<file path="config.mk">
export PLATFORM = sky130hd
export DESIGN_NAME = pow2_clk_div
export DESIGN_NICKNAME = d
export VERILOG_FILES = /design/src/rtl/pow2_div_pkg.sv /design/src/rtl/clr_sync.sv /design/src/rtl/hold_capture.sv /design/src/rtl/div_counter.sv /design/src/rtl/pow2_clk_div.sv
export SDC_FILE = /design/constraint.sdc
export NUM_CORES = 1
export LEC_CHECK = 0
export ABC_AREA = 1
export BUFFER_PORTS_ARGS = -buffer_cell sky130_fd_sc_hd__buf_4
export CORE_AREA = 2 2 39 41
export CTS_CLUSTER_DIAMETER = 150
export CTS_CLUSTER_SIZE = 14
export DETAILED_ROUTE_END_ITERATION = 16
export DIE_AREA = 0 0 41 43
export PLACE_DENSITY = 0.33
export SLEW_MARGIN = 20
export SYNTH_ARGS = -nofsm -noshare
export SYNTH_HDL_FRONTEND = slang
export SYNTH_SLANG_ARGS = --single-unit
</file>
<file path="constraint.sdc">
create_clock -name clk_i -period 0.8 [get_ports clk_i]
set_input_delay 0.12 -clock clk_i [delete_from_list [all_inputs] [get_ports clk_i]]
set_output_delay 0.12 -clock clk_i [all_outputs]
set_load 0.02 [all_outputs]
</file>
<file path="src/rtl/pow2_div_pkg.sv">
package pow2_div_pkg;
  localparam int unsigned DIV_STAGES  = 3;
  localparam int unsigned SYNC_STAGES = 2;
  typedef logic [DIV_STAGES-1:0] div_vec_t;
endpackage

</file>
<file path="src/rtl/clr_sync.sv">
module clr_sync #(
  parameter int unsigned STAGES = 2
) (
  input  logic clk_i,
  input  logic arst_ni,
  output logic run_o
);
  logic [STAGES-1:0] sh_q;

  // assert asynchronously, release on rising edges only
  always_ff @(posedge clk_i or negedge arst_ni) begin
    if (!arst_ni) sh_q <= '0;
    else          sh_q <= {sh_q[STAGES-2:0], 1'b1};
  end

  assign run_o = sh_q[STAGES-1];
endmodule

</file>
<file path="src/rtl/hold_capture.sv">
module hold_capture (
  input  logic clk_i,
  input  logic rst_ni,
  input  logic hold_i,
  output logic hold_o
);
  logic hold_q;

  always_ff @(negedge clk_i or negedge rst_ni) begin
    if (!rst_ni) hold_q <= 1'b0;
    else         hold_q <= hold_i;
  end

  assign hold_o = hold_q;

  // p_gate_low_r5: gate moves only while clock is low
  always @(hold_q) begin
    if (rst_ni) p_gate_low_r5: assert (!clk_i);
  end
endmodule

</file>
<file path="src/rtl/div_counter.sv">
module div_counter #(
  parameter int unsigned WIDTH = 3
) (
  input  logic             clk_i,
  input  logic             run_i,
  input  logic             en_i,
  output logic [WIDTH-1:0] cnt_o
);
  logic [WIDTH-1:0] cnt_q;

  always_ff @(posedge clk_i or negedge run_i) begin
    if (!run_i)    cnt_q <= '0;
    else if (en_i) cnt_q <= cnt_q + 1'b1;
  end

  assign cnt_o = cnt_q;
endmodule

</file>
<file path="src/rtl/pow2_clk_div.sv">
module pow2_clk_div
  import pow2_div_pkg::*;
(
  input  logic                  clk_i,
  input  logic                  rst_ni,
  input  logic                  hold_i,
  input  logic                  mclr_i,
  output logic [DIV_STAGES-1:0] div_o,
  output logic [DIV_STAGES-1:0] div_n_o
);
  logic     arst_n, run, hold_q;
  div_vec_t cnt;

  assign arst_n = rst_ni & ~mclr_i;

  clr_sync #(.STAGES(SYNC_STAGES)) u_sync (
    .clk_i  (clk_i),
    .arst_ni(arst_n),
    .run_o  (run)
  );

  hold_capture u_hold (
    .clk_i (clk_i),
    .rst_ni(rst_ni),
    .hold_i(hold_i),
    .hold_o(hold_q)
  );

  div_counter #(.WIDTH(DIV_STAGES)) u_cnt (
    .clk_i(clk_i),
    .run_i(run),
    .en_i (~hold_q),
    .cnt_o(cnt)
  );

  assign div_o   = cnt;
  assign div_n_o = ~cnt;

  logic past_ok;
  always_ff @(posedge clk_i or negedge arst_n) begin
    if (!arst_n) past_ok <= 1'b0;
    else         past_ok <= 1'b1;
  end

  // stage k toggles only where stage k-1 falls
  for (genvar k = 1; k < DIV_STAGES; k++) begin : g_align
    p_align_r2: assert property (@(posedge clk_i) disable iff (!arst_n)
      (past_ok && div_o[k] != $past(div_o[k])) |-> ($past(div_o[k-1]) && !div_o[k-1]));
  end

  p_freeze_r4: assert property (@(posedge clk_i) disable iff (!arst_n)
    (past_ok && $past(hold_q)) |-> $stable(div_o));

  p_clear_r7: assert property (@(posedge clk_i) disable iff (!rst_ni)
    mclr_i |-> (div_o == '0 && div_n_o == '1));
endmodule

</file>
==> impl_metrics.json <==
{
  "status": "finished with violations",
  "violations": "negative setup slack",
  "clock_latency_ns": 0.25,
  "rsz0062_at_grt": "yes",
  "dpl.hpwl_um": 303,
  "antenna_found_initial": 0,
  "diodes": 0,
  "cts_buffers": 3,
  "via_count": 226,
  "cp.depth": 5,
  "dp.cells": 50,
  "synth_top_area_share_pct": 54.6,
  "syn_nets": 27,
  "grt.total_usage_pct": 8.32,
  "ant_nets": 0,
  "cts.sinks": 6,
  "grt_pass1_wl_um": 834,
  "syn2layout_area_growth_pct": 97.3,
  "irDropWorstVdd_v": 0.00152,
  "fin_cells": 61,
  "yosysUniqueCellTypes": 12,
  "yosysWarnings": 0,
  "ff2ff_path_depth": 5,
  "io_pins": 10,
  "cp_top_family": "flip-flops",
  "worstSetupEndpointType": "flip-flop",
  "critPathBufInv": 2,
  "die_w_um": 41,
  "tns_ns": -2.22,
  "die_h_um": 43,
  "path_cells": "inv_2, nand2_2, nand2_1, nand2_1, inv_1",
  "port_buffers": 9,
  "top_layer": "met4",
  "grt_max_degree": 5,
  "root_buffer": "clkbuf_4",
  "crit_arrival_ns": 1.30,
  "drive_above_1_share_pct": 53.3,
  "ys_ff_latch": 6,
  "cpMostUsedCell": "nand2_1",
  "timing.rr.start": "u_hold.hold_o",
  "start_util_pct": 16.5,
  "remaining_drc_errors": 0,
  "hold_ws_ns": 0.0279,
  "ys_top_cells_by_area": "dfrtp_1 (55%), dfrtn_1 (11%), inv_1 (8.2%)",
  "ys_seq_area_share_pct": 65.6,
  "row_count": 14,
  "cp_max_fo": 4,
  "vias_per_cell": 3.70,
  "layout.nets": 51,
  "dr.pass1.iters": 1,
  "r2r-end": "u_cnt.cnt_o[2]",
  "min_path_type": "flip-flop to async pin",
  "cellLeakagePower_uw": 0.000241,
  "coreArea_sq_um": 1380,
  "routedWlPerCell_um": 8.26,
  "overflow": 0,
  "wl_met3_um": 55,
  "cp_slowest_cell": "dfrtn_1",
  "routed_wl_um": 504,
  "crit_type": "flip-flop to flip-flop",
  "syn_area_sq_um": 229,
  "htree_num_levels": 1,
  "powerDensity_nw_per_um2": 4120,
  "place_ws_ns": -0.351,
  "setup_viol": 9,
  "layout_setup_ws_ns": -0.354,
  "routabilityCongestion": 0.567,
  "wl_met2_um": 264,
  "drv_slew": 0,
  "maxCapViolations": 0,
  "clk_pin_slew_worst_paths_ns": 0.05,
  "skew_ns": 0.00851,
  "netlist_instances": 22,
  "cts_buffer_depth": 2,
  "synth_largest_area_cell": "dfrtp_1",
  "cpPeakStageDelay_ns": 0.41,
  "first_iter_violations": 0,
  "cts_tree": "yes",
  "cp-start-kind": "flip-flop",
  "hold_viol_final": 0,
  "r2r_setup_slack_ns": -0.35,
  "dieArea_sq_um": 1760,
  "grt_pass1_vias": 209,
  "syn_area_per_cell_sq_um": 10.4,
  "cp.required_ns": 0.95,
  "met1Wirelength_um": 175
}
## metal layers
layer / vias up / global-route usage (%)
met2: 12 / 11.9
li1: 110 / -
met5: - / 0
met1: 102 / 6.64
met4: 0 / 8.00
met3: 2 / 6.28
## final cells by class
type	count	area, sq um
clock buffer	4	26.3
fill	153	932
inverter	6	25.0
multi-input combinational	10	56.3
sequential	6	150
tap	16	20.0
timing repair buffer	19	174
## synthesized netlist by cell type, drive strengths merged
cell / count
conb: 1
dfrtn: 1
dfrtp: 5
ha: 1
inv: 6
nand2: 4
nand3: 1
nor2: 1
o21ai: 1
xnor2: 1
## metrics by stage
stage | cell area [sq um] | util (%) | total power (uW)
after global placement | 339 | 24.5 | 1180
after floorplan | 229 | - | 827
after global routing | 452 | 32.6 | 2010
final | 452 | 32.6 | 1860
after detailed placement | 339 | 24.5 | 1190
after CTS | 452 | 32.6 | 1850
## registers in the layout, summed over array words and instances (netlist names)
signal	cells
u_sync.sh_q	2
u_cnt.cnt_o	3
u_hold.hold_o	1
## power breakdown
group / switching [uW] / internal [uW]
Clock: 115 / 189
Sequential: 72.3 / 390
Combinational: 478 / 616
## how the worst max path moves through the flow
stage,from,to,slack [ns]
after floorplan,u_hold.hold_o,u_cnt.cnt_o[2],-0.34
after global placement,u_hold.hold_o,u_cnt.cnt_o[2],-0.35
after detailed placement,u_hold.hold_o,u_cnt.cnt_o[2],-0.35
after CTS,u_hold.hold_o,u_cnt.cnt_o[2],-0.35
after global routing,u_hold.hold_o,u_cnt.cnt_o[2],-0.40
final,u_hold.hold_o,u_cnt.cnt_o[2],-0.35
## layout by cell type (no fill, tap or decap)
master          n
clkbuf_1        1
inv_2           2
xnor2_1         1
dlygate4sd3_1   2
inv_4           1
dfrtp_1         5
nand2_2         1
ha_1            1
nand2_1         3
buf_6           7
clkbuf_4        3
nor2_1          1
conb_1          1
dfrtn_1         1
nand3_1         1
inv_1           3
buf_4          10
o21ai_1         1
## logic make-up after synthesis
group,after synthesis,synth area share (%)
buf+inv,6,9.84
xor+xnor,1,3.83
compound gates,1,2.18
fa+ha+maj,1,5.46
flops,6,65.6
other cells,1,1.64
simple gates,6,11.5
## worst reg2reg max path, delay by kind of cell, from the launching register on
family                 cells  cell delay [ns]
DFF                        1             0.41
and+or+nand+nor            3             0.14
buffers and inverters      2             0.09
## repair_timing
item / CTS / global route
pin swaps: 0 / 0
cloned: 0 / 0
resized for setup: 10 / 0
endpoints found under the setup margin: 9 / 9
setup buffers: 5 / 0
endpoints found under the hold margin: 3 / 0
hold buffers: 2 / 0
Power figures use the tool's default switching activity.
